[src/rtl/seg_xlate_pkg.sv]
// Shared encodings for the segment translation unit.
// Assumes: rights field is 4 bits; cause codes fit in 3 bits.
package seg_xlate_pkg;
    localparam int RT_PRESENT = 0;
    localparam int RT_READ    = 1;
    localparam int RT_WRITE   = 2;
    localparam int RT_EXEC    = 3;
    localparam int RT_W       = 4;

    typedef enum logic [1:0] {
        KIND_READ  = 2'd0,
        KIND_WRITE = 2'd1,
        KIND_FETCH = 2'd2,
        KIND_READ2 = 2'd3
    } ref_kind_e;

    typedef enum logic [2:0] {
        CAUSE_NONE    = 3'd0,
        CAUSE_ABSENT  = 3'd1,
        CAUSE_LIMIT   = 3'd2,
        CAUSE_NOWRITE = 3'd3,
        CAUSE_NOEXEC  = 3'd4,
        CAUSE_NOREAD  = 3'd5
    } fault_cause_e;
endpackage

[src/rtl/seg_desc_store.sv]
// Holds one cached descriptor per segment register and returns the entry
// picked by rd_sel_i. A load to the same entry in the same cycle is
// forwarded to the read side. Assumes: synchronous active-low reset clears all.
module seg_desc_store #(
    parameter int NSEG  = 4,
    parameter int SEG_W = 16,
    parameter int PA_W  = 24,
    parameter int LIM_W = 16,
    parameter int RT_W  = 4,
    localparam int SEL_W = $clog2(NSEG)
) (
    input  logic             clk,
    input  logic             rst_n,
    input  logic             ld_en_i,
    input  logic [SEL_W-1:0] ld_sel_i,
    input  logic [SEG_W-1:0] ld_seg_i,
    input  logic [PA_W-1:0]  ld_base_i,
    input  logic [LIM_W-1:0] ld_limit_i,
    input  logic [RT_W-1:0]  ld_rights_i,
    input  logic [SEL_W-1:0] rd_sel_i,
    output logic [SEG_W-1:0] rd_seg_o,
    output logic [PA_W-1:0]  rd_base_o,
    output logic [LIM_W-1:0] rd_limit_o,
    output logic [RT_W-1:0]  rd_rights_o
);
    logic [SEG_W-1:0] seg_q    [NSEG];
    logic [PA_W-1:0]  base_q   [NSEG];
    logic [LIM_W-1:0] limit_q  [NSEG];
    logic [RT_W-1:0]  rights_q [NSEG];

    for (genvar g = 0; g < NSEG; g++) begin : g_entry
        // Capture the descriptor when this entry is loaded.
        always_ff @(posedge clk) begin
            if (!rst_n) begin
                seg_q[g]    <= '0;
                base_q[g]   <= '0;
                limit_q[g]  <= '0;
                rights_q[g] <= '0;
            end else if (ld_en_i && (ld_sel_i == SEL_W'(g))) begin
                seg_q[g]    <= ld_seg_i;
                base_q[g]   <= ld_base_i;
                limit_q[g]  <= ld_limit_i;
                rights_q[g] <= ld_rights_i;
            end
        end
    end

    logic fwd;

    // Select the stored entry, or the incoming load when it targets it.
    always_comb begin
        fwd = ld_en_i && (ld_sel_i == rd_sel_i);
        if (fwd) begin
            rd_seg_o    = ld_seg_i;
            rd_base_o   = ld_base_i;
            rd_limit_o  = ld_limit_i;
            rd_rights_o = ld_rights_i;
        end else begin
            rd_seg_o    = seg_q[rd_sel_i];
            rd_base_o   = base_q[rd_sel_i];
            rd_limit_o  = limit_q[rd_sel_i];
            rd_rights_o = rights_q[rd_sel_i];
        end
    end
endmodule

[src/rtl/seg_ref_check.sv]
// Combinational protection check for one reference: presence, rights for
// the access kind, then the limit. Assumes: offset and limit have equal width.
module seg_ref_check
    import seg_xlate_pkg::*;
#(
    parameter int OFF_W  = 16,
    parameter int LIM_W  = 16,
    parameter int SIZE_W = 2
) (
    input  logic [RT_W-1:0]   rights_i,
    input  logic [LIM_W-1:0]  limit_i,
    input  logic [OFF_W-1:0]  off_i,
    input  logic [SIZE_W-1:0] size_i,
    input  logic [1:0]        kind_i,
    output logic [2:0]        cause_o
);
    localparam int END_W = OFF_W + 1;

    logic [END_W-1:0] last_byte;
    logic             over_limit;

    // Locate the last byte touched and compare it with the limit.
    always_comb begin
        last_byte  = END_W'(off_i) + END_W'(size_i);
        over_limit = last_byte > END_W'(limit_i);
    end

    // Pick the highest-priority violation.
    always_comb begin
        cause_o = CAUSE_NONE;
        if (!rights_i[RT_PRESENT])
            cause_o = CAUSE_ABSENT;
        else if ((kind_i == KIND_WRITE) && !rights_i[RT_WRITE])
            cause_o = CAUSE_NOWRITE;
        else if ((kind_i == KIND_FETCH) && !rights_i[RT_EXEC])
            cause_o = CAUSE_NOEXEC;
        else if (((kind_i == KIND_READ) || (kind_i == KIND_READ2)) && !rights_i[RT_READ])
            cause_o = CAUSE_NOREAD;
        else if (over_limit)
            cause_o = CAUSE_LIMIT;
    end
endmodule

[src/rtl/seg_addr_gen.sv]
// Forms the physical address: shifted segment plus offset in real mode,
// descriptor base plus offset in protected mode, wrapping at PA_W bits.
module seg_addr_gen #(
    parameter int SEG_W = 16,
    parameter int OFF_W = 16,
    parameter int PA_W  = 24,
    parameter int SHIFT = 4
) (
    input  logic             prot_i,
    input  logic [SEG_W-1:0] seg_i,
    input  logic [PA_W-1:0]  base_i,
    input  logic [OFF_W-1:0] off_i,
    output logic [PA_W-1:0]  pa_o
);
    logic [PA_W-1:0] origin;

    // Choose the segment origin and add the offset.
    always_comb begin
        origin = prot_i ? base_i : PA_W'({seg_i, SHIFT'(0)});
        pa_o   = origin + PA_W'(off_i);
    end
endmodule

[src/rtl/seg_xlate_unit.sv]
// Top of the segment translation unit: descriptor store, protection check
// and address adder, with one register stage on the result.
// Assumes: loads and references are single-cycle pulses; no backpressure.
module seg_xlate_unit
    import seg_xlate_pkg::*;
#(
    parameter int NSEG   = 4,
    parameter int SEG_W  = 16,
    parameter int OFF_W  = 16,
    parameter int LIM_W  = 16,
    parameter int PA_W   = 24,
    parameter int SIZE_W = 2,
    localparam int SEL_W = $clog2(NSEG)
) (
    input  logic              clk,
    input  logic              rst_n,
    input  logic              prot_i,
    input  logic              ld_en_i,
    input  logic [SEL_W-1:0]  ld_sel_i,
    input  logic [SEG_W-1:0]  ld_seg_i,
    input  logic [PA_W-1:0]   ld_base_i,
    input  logic [LIM_W-1:0]  ld_limit_i,
    input  logic [RT_W-1:0]   ld_rights_i,
    input  logic              ref_en_i,
    input  logic [SEL_W-1:0]  ref_sel_i,
    input  logic [OFF_W-1:0]  ref_off_i,
    input  logic [1:0]        ref_kind_i,
    input  logic [SIZE_W-1:0] ref_size_i,
    output logic              addr_vld_o,
    output logic [PA_W-1:0]   addr_o,
    output logic              fault_o,
    output logic [2:0]        fault_cause_o
);
    logic [SEG_W-1:0] cur_seg;
    logic [PA_W-1:0]  cur_base;
    logic [LIM_W-1:0] cur_limit;
    logic [RT_W-1:0]  cur_rights;
    logic [2:0]       chk_cause;
    logic [PA_W-1:0]  pa;

    seg_desc_store #(
        .NSEG(NSEG), .SEG_W(SEG_W), .PA_W(PA_W), .LIM_W(LIM_W), .RT_W(RT_W)
    ) store_i (
        .clk(clk), .rst_n(rst_n),
        .ld_en_i(ld_en_i), .ld_sel_i(ld_sel_i), .ld_seg_i(ld_seg_i),
        .ld_base_i(ld_base_i), .ld_limit_i(ld_limit_i), .ld_rights_i(ld_rights_i),
        .rd_sel_i(ref_sel_i),
        .rd_seg_o(cur_seg), .rd_base_o(cur_base),
        .rd_limit_o(cur_limit), .rd_rights_o(cur_rights)
    );

    seg_ref_check #(
        .OFF_W(OFF_W), .LIM_W(LIM_W), .SIZE_W(SIZE_W)
    ) check_i (
        .rights_i(cur_rights), .limit_i(cur_limit), .off_i(ref_off_i),
        .size_i(ref_size_i), .kind_i(ref_kind_i), .cause_o(chk_cause)
    );

    seg_addr_gen #(
        .SEG_W(SEG_W), .OFF_W(OFF_W), .PA_W(PA_W), .SHIFT(4)
    ) adder_i (
        .prot_i(prot_i), .seg_i(cur_seg), .base_i(cur_base),
        .off_i(ref_off_i), .pa_o(pa)
    );

    logic [2:0] eff_cause;

    // Real mode skips every protection check.
    always_comb eff_cause = prot_i ? chk_cause : CAUSE_NONE;

    // Register the outcome of the reference.
    always_ff @(posedge clk) begin
        if (!rst_n || !ref_en_i) begin
            addr_vld_o    <= 1'b0;
            addr_o        <= '0;
            fault_o       <= 1'b0;
            fault_cause_o <= CAUSE_NONE;
        end else if (eff_cause != CAUSE_NONE) begin
            addr_vld_o    <= 1'b0;
            addr_o        <= '0;
            fault_o       <= 1'b1;
            fault_cause_o <= eff_cause;
        end else begin
            addr_vld_o    <= 1'b1;
            addr_o        <= pa;
            fault_o       <= 1'b0;
            fault_cause_o <= CAUSE_NONE;
        end
    end
endmodule

[config.mk]
export PLATFORM = sky130hd
export DESIGN_NAME = seg_xlate_unit
export DESIGN_NICKNAME = d
export VERILOG_FILES = /design/src/rtl/seg_xlate_pkg.sv /design/src/rtl/seg_desc_store.sv /design/src/rtl/seg_ref_check.sv /design/src/rtl/seg_addr_gen.sv /design/src/rtl/seg_xlate_unit.sv
export SDC_FILE = /design/constraint.sdc
export NUM_CORES = 1
export LEC_CHECK = 0
export ABC_AREA = 0
export CELL_PAD_IN_SITES_DETAIL_PLACEMENT = 1
export CELL_PAD_IN_SITES_GLOBAL_PLACEMENT = 2
export CORE_UTILIZATION = 41
export CTS_CLUSTER_SIZE = 8
export DETAILED_ROUTE_END_ITERATION = 12
export DONT_BUFFER_PORTS = 1
export GPL_TIMING_DRIVEN = 1
export PLACE_DENSITY_LB_ADDON = 0.1
export SLEW_MARGIN = 20
export SYNTH_ARGS = -nofsm -noshare
export SYNTH_HDL_FRONTEND = slang
export SYNTH_SLANG_ARGS = --single-unit
[constraint.sdc]
create_clock -name clk -period 7.2 [get_ports clk]
set_input_delay 0.72 -clock clk [delete_from_list [all_inputs] [get_ports clk]]
set_output_delay 0.72 -clock clk [all_outputs]
set_load 0.01 [all_outputs]
==> results by group, run 1 <==
Outcome
  • Status: completed

CTS
  • Worst-path clk slew: 0.05 ns
  • Setup bufs post-CTS: 0
  • CTS tree: yes
  • Htree depth: 2
  • # hold bufs at CTS: 0
  • Num Clock Sinks: 269
  • Max Root-Sink Buffers: 3
  • Resize count post-CTS: 0
  • CTS Buf Count: 39
  • Worst skew pair latency: 0.51 ns
  • Clock root buffer: clkbuf_16

Power
  • Cell Pwr Density: 267 mW/mm^2
  • Power Internal: 3.08 mW
  • Psw: 963 uW
  • Leak Pwr: 5.54 nW
  • Switch share: 23.8%
  • Sequential Power Share: 46.1%
  • Clock share of power: 42.3%
  • Design Power: 4.05 mW
  • VDD IR-drop max: 140 uV
  • Combinational share of power: 11.6%

Setup path
  • Max stage delay cell, worst path: nand3_4
  • Crit path required time: 7.61 ns
  • Most common cell on crit path: a211oi_1
  • CP max stage delay: 0.57 ns
  • Crit path capture type: register
  • Crit path DAT: 4.66 ns
  • Buffers & Inverters on Critical Path: 0
  • R2R setup slack: 3.29 ns
  • Reg2Reg Launch Point: store_i.base_q[3][10]
  • Critical path type: input pin to register
  • Worst Reg-to-Reg Cells: 10
  • Crit path max-delay family: simple AND/OR/NAND/NOR gates
  • CP cell instances: xnor2_1, nand3_4, mux2i_1, ha_1, a211oi_1, o21ai_0, a2111oi_0, o22ai_1, a211oi_1, nand3_2, nor3_1
  • End point of the critical path: addr_o[13]
  • Levels on crit path: 11
  • Critical path peak fanout: 62
  • Critical Path Source: ref_sel_i[1]
  • CP Launch Type: input pin
  • Worst R2R End: addr_o[23]

Floorplan
  • IO Pins: 118
  • Effective utilization at floorplan: 41.6%
  • Core Area: 0.0325 mm^2
  • Die X: 184 um
  • Die area: 0.0337 mm^2
  • Rows: 66
  • Die height: 184 um

Place
  • Gp weighted congestion: 0.868
  • Post-DP HPWL: 22.3 mm
  • I/O Buffers: 0
  • Post-Place Cell Area: 0.0140 mm^2

Drt
  • TritonRoute pass-1 iters: 5
  • Residual DRC: 0
  • Final ANT Viol Nets: 0
  • Vias: 7,956
  • Routed vias/inst: 5.48
  • Iter 0 DRT Violations: 435
  • WL per Instance: 24.9 um
  • Final WL: 36.1 mm

Finish
  • Area grow syn2layout: 12.0%
  • Layout cells sized above 1: 14.0%
  • FILL cells: 3,289
  • Commonest non-fill, non-tap cell in the layout: edfxtp_1
  • Antenna diode count: 0
  • Post-route cell area: 0.0152 mm^2
  • Commonest non-fill, non-tap cells in the layout: 240 x edfxtp_1, 225 x and2_1, 71 x mux4_2
  • Final core utilization: 46.6%
  • Nets: 1,105

Logic synthesis
  • Seq/Total Area, Yosys: 57.6%
  • YS warnings: 0
  • Mapped Area: 0.0135 mm^2
  • Most used DFF post-synth: edfxtp_1
  • EDFF count, synth: 240
  • Syn avg cell area: 13.8 um^2
  • Unique cell type count in the Yosys netlist: 53
  • Cells after Synth: 978
  • Syn nets: 1,105
  • Seq cells post-synth: 269
  • Async set-or-reset flop fraction in the synthesized netlist: 0%

Timing
  • Final period utilization: 59.1%
  • Final slew viol count: 0
  • Hold Fails Final Rpt: 0
  • Tmin final: 4.25 ns
  • RSZ-0062 raised after global routing: false
  • Clk_skew: 0.0122 ns
  • Measured slew at the worst slew-check pin: 1.04 ns
  • F_max: 235 MHz
  • Rel. slew slack: 30.4%
  • Setup_tns: 0 ns
  • WHS: 0.348 ns
  • Final setup viols: 0

GRT
  • Tot GR Track Use: 22.2%
  • First-pass GRT wire length: 55.0 mm
  • Pin count of the biggest net entering global routing: 63
  • Gr ovfl total: 0
  • Number of global-route vias before repair: 8,834
  • Antenna violations before repair: 0

Min path
  • Worst min path class: input pin to register
  • Worst Hold Path Cells: 2

Run
  • Max_cap viols: 0
## layer usage
| layer | routed length, um | track usage, % | vias to the layer above |
|---|---|---|---|
| met1 | 15300 | 28.3 | 4116 |
| met2 | 18300 | 38.6 | 170 |
| li1 | - | - | 3638 |
| met3 | 2210 | 5.13 | 32 |
| met5 | 0 | 0 | - |
| met4 | 378 | 4.20 | 0 |
## power groups by stage
stage	Sequential [mW]	Combinational, mW	Clock (mW)
floorplan	1.88	0.376	0
global placement	1.89	0.462	0
detailed placement	1.90	0.475	0
CTS	1.87	0.477	1.75
global route	1.87	0.518	1.82
finish	1.86	0.468	1.71
## registers in the layout, summed over array words and instances (netlist names)
| signal | flops |
|---|---|
| store_i.seg_q | 64 |
| store_i.limit_q | 64 |
| fault_cause_o | 3 |
| fault_o | 1 |
| store_i.rights_q | 16 |
| store_i.base_q | 96 |
| addr_o | 24 |
| addr_vld_o | 1 |
## logic make-up (layout without fill, tap and decap cells)
kind of cell | count (synthesis) | after routing | synth area share (%)
AND/OR/NAND/NOR | 381 | 381 | 16.1
flip-flops | 269 | 269 | 57.6
multiplexers | 91 | 91 | 13.9
buffers and inverters | 84 | 115 | 2.64
AO/OA/AOI/OAI | 83 | 83 | 4.09
adder cells (fa/ha/maj) | 38 | 38 | 3.62
XOR/XNOR | 32 | 32 | 2.13
## worst register-to-register path, cell delays in order, from the launching register on
cell      delay, ns
edfxtp_1       0.36
mux4_2         0.47
mux4_2         0.55
ha_1           0.40
nand3_1        0.16
nor4_1         0.42
a211oi_1       0.20
o21ai_0        0.42
nand2_1        0.19
or4_1          0.52
a21oi_1        0.15
## through the flow
step | instances | worst slack, ns
6_report | 1451 | 2.95
5_1_grt | 1451 | 2.58
4_1_cts | 1451 | 2.07
3_5_place_dp | 1379 | 1.51
3_3_place_gp | 1378 | 1.87
2_1_floorplan | 978 | 1.01
## worst min-delay path by stage
| stage | from | slack (ns) | endpoint |
|---|---|---|---|
| floorplan | store_i.rights_q[2][3] | 0.81 | fault_cause_o[2] |
| CTS | rst_n | 0.33 | fault_o |
| global placement | rst_n | 0.86 | fault_o |
| finish | rst_n | 0.35 | fault_o |
| detailed placement | rst_n | 0.87 | fault_o |
| global route | rst_n | 0.33 | fault_o |
## layout make-up
cell class | count | area (um^2) | area share, %
clock buffers | 70 | 1120 | 7.41
clock inverters | 2 | 25.0 | 0.165
inverters | 31 | 116 | 0.768
multi-input cells | 625 | 5460 | 36.0
flip-flops and latches | 269 | 7790 | 51.4
well taps | 442 | 553 | 3.65
repair buffers | 12 | 93.8 | 0.619
## synthesized netlist by cell type, types with 8 or more instances
master    instances  area share, %
nand2_1          48            1.3
edfxtp_1        240             53
o31ai_1           8           0.44
clkbuf_1         37            1.0
and2_1          225             10
mux2i_1          15            1.1
inv_1            31           0.86
mux4_2           71             12
xor2_1           11           0.71
nor3_1           18           0.67
dfxtp_1          29            4.3
nand3_1          14           0.52
nor2_1           34           0.94
ha_1             36            3.3
xnor2_1          20            1.3
a21oi_1          22           0.81
nor4_1            9           0.42
o21ai_0          11           0.41
buf_2             8           0.30
nand4_1           9           0.42
a21boi_0          8           0.44
Power figures use the tool's default switching activity.
==> run 2: changes to the inputs <==
==> constraint.sdc (replaced) <==
create_clock -name clk -period 3.7 [get_ports clk]
set_input_delay 0.37 -clock clk [delete_from_list [all_inputs] [get_ports clk]]
set_output_delay 0.37 -clock clk [all_outputs]
set_load 0.01 [all_outputs]
==> results by group, run 2 (same netlist as run 1, synthesis figures left out) <==
Outcome
  • Status: completed

CTS
  • CTS Buf Count: 39
  • Num Clock Sinks: 269
  • Clock root buffer: clkbuf_16
  • CTS tree: yes
  • Htree depth: 2
  • Max Root-Sink Buffers: 3
  • # hold bufs at CTS: 0
  • Worst-path clk slew: 0.05 ns
  • Worst skew pair latency: 0.52 ns

Floorplan
  • Effective utilization at floorplan: 41.6%
  • Rows: 66
  • Die height: 184 um
  • Die area: 0.0337 mm^2
  • IO Pins: 118
  • Core Area: 0.0325 mm^2
  • Die X: 184 um

Finish
  • Max reg flops: 96
  • Area grow syn2layout: 13.4%
  • FILL cells: 3,283
  • Reg with most FFs: store_i.base_q
  • Commonest non-fill, non-tap cell in the layout: edfxtp_1
  • Layout cells sized above 1: 16.1%
  • Commonest non-fill, non-tap cells in the layout: 240 x edfxtp_1, 225 x and2_1, 71 x mux4_2
  • Nets: 1,124
  • Final core utilization: 47.1%
  • Top flop regs: store_i.base_q: 96 flops, store_i.limit_q: 64 flops, store_i.seg_q: 64 flops

Setup path
  • Crit path capture type: register
  • CP cell instances: mux4_2, mux4_2, ha_1, o211a_1, o31ai_1, a211oi_1, nor3_1, o31a_1, or3_1, a21oi_1
  • Critical path type: register to register
  • Crit path DAT: 3.85 ns
  • Worst Reg-to-Reg Cells: 10
  • Worst R2R End: addr_o[20]
  • Most common cell on crit path: mux4_2
  • Critical path peak fanout: 5
  • CP Launch Type: register
  • End point of the critical path: addr_o[20]
  • Crit path required time: 4.14 ns
  • Max stage delay cell, worst path: mux4_2
  • R2R setup slack: 0.28 ns
  • Critical Path Source: store_i.base_q[2][5]
  • Reg2Reg Launch Point: store_i.base_q[2][5]
  • CP max stage delay: 0.53 ns

Drt
  • Final ANT Viol Nets: 0
  • Residual DRC: 0
  • Met3 routed WL: 2.62 mm
  • WL per Instance: 25.0 um
  • M1 WL: 16.2 mm
  • Iter 0 DRT Violations: 466
  • TritonRoute pass-1 iters: 5
  • Routed vias/inst: 5.44
  • Final WL: 36.8 mm
  • Met2 wire len: 17.4 mm
  • Top Layer Used: met4
  • Vias: 7,995

Timing
  • Measured slew at the worst slew-check pin: 1.04 ns
  • Final slew viol count: 0
  • Tmin final: 3.42 ns
  • Clk_skew: 0.0162 ns
  • F_max: 293 MHz
  • Final period utilization: 92.3%
  • Setup_tns: 0 ns
  • Hold Fails Final Rpt: 0
  • Final setup viols: 0
  • Rel. slew slack: 30.4%
  • RSZ-0062 raised after global routing: false
  • Setup ws final: 0.285 ns

GRT
  • Number of global-route vias before repair: 8,719
  • Gr ovfl total: 0
  • First-pass GRT wire length: 55.4 mm
  • Pin count of the biggest net entering global routing: 63
  • Tot GR Track Use: 22.6%
  • Antenna violations before repair: 0

Place
  • Gp weighted congestion: 0.812
  • Setup WS pre-CTS: 0.00190 ns
  • Post-DP HPWL: 23.2 mm
  • I/O Buffers: 0

Power
  • Design Power: 7.88 mW
  • VDD IR-drop max: 288 uV
  • Leak Pwr: 5.62 nW
  • Cell Pwr Density: 513 mW/mm^2

Run
  • Max_cap viols: 0

Min path
  • Worst min path class: input pin to register
[run 2: layer usage]
| layer | vias up | GRT usage [%] |
|---|---|---|
| met3 | 37 | 6.50 |
| li1 | 3676 | - |
| met1 | 4116 | 30.1 |
| met5 | - | 0 |
| met2 | 166 | 36.6 |
| met4 | 0 | 5.03 |
[run 2: stage by stage]
stage / cell area, um^2 / std cells / hold slack [ns]
after floorplan: 13700 / 978 / 0.493
after global placement: 14200 / 1396 / 0.560
after detailed placement: 14200 / 1396 / 0.549
after CTS: 15300 / 1466 / 0.0127
after global routing: 15300 / 1468 / 0.0311
final: 15300 / 1469 / 0.0396
[run 2: repair_timing]
| item | CTS | global route |
|---|---|---|
| endpoints found under the setup margin | 0 | 1 |
| buffers inserted | 0 | 2 |
| resized for setup | 0 | 2 |
[run 2: how the worst min path moves through the flow]
stage,endpoint,from,depth (start not counted),slack [ns]
after floorplan,fault_o,ref_en_i,2,0.49
after global placement,fault_o,rst_n,2,0.56
after detailed placement,fault_o,rst_n,2,0.55
after CTS,fault_o,rst_n,2,0.01
after global routing,fault_o,rst_n,2,0.03
final,fault_o,rst_n,2,0.04
[run 2: cell type report]
type	instances	area, um^2	share of cell area, %
sequential	269	7790	50.8
multi-input combinational	625	5530	36.0
clock buffer	69	1100	7.16
tap	442	553	3.61
timing repair buffer	31	245	1.60
inverter	31	116	0.759
clock inverter	1	8.76	0.0571
antenna	1	2.50	0.0163
[run 2: where the power goes]
group          internal, mW  total, mW  switching (mW)
clock network          1.99       3.27            1.28
registers              3.54       3.62          0.0775
logic                 0.458      0.983           0.525
total                  5.99       7.88            1.89
[run 2: worst max-delay path: cells and delay by family, from the launching register on]
family / cells / cell delay [ns]
flip-flops: 1 / 0.36
adder cells (fa/ha/maj): 1 / 0.40
AO/OA/AOI/OAI: 5 / 1.09
multiplexers: 2 / 1.00
AND/OR/NAND/NOR: 2 / 0.49
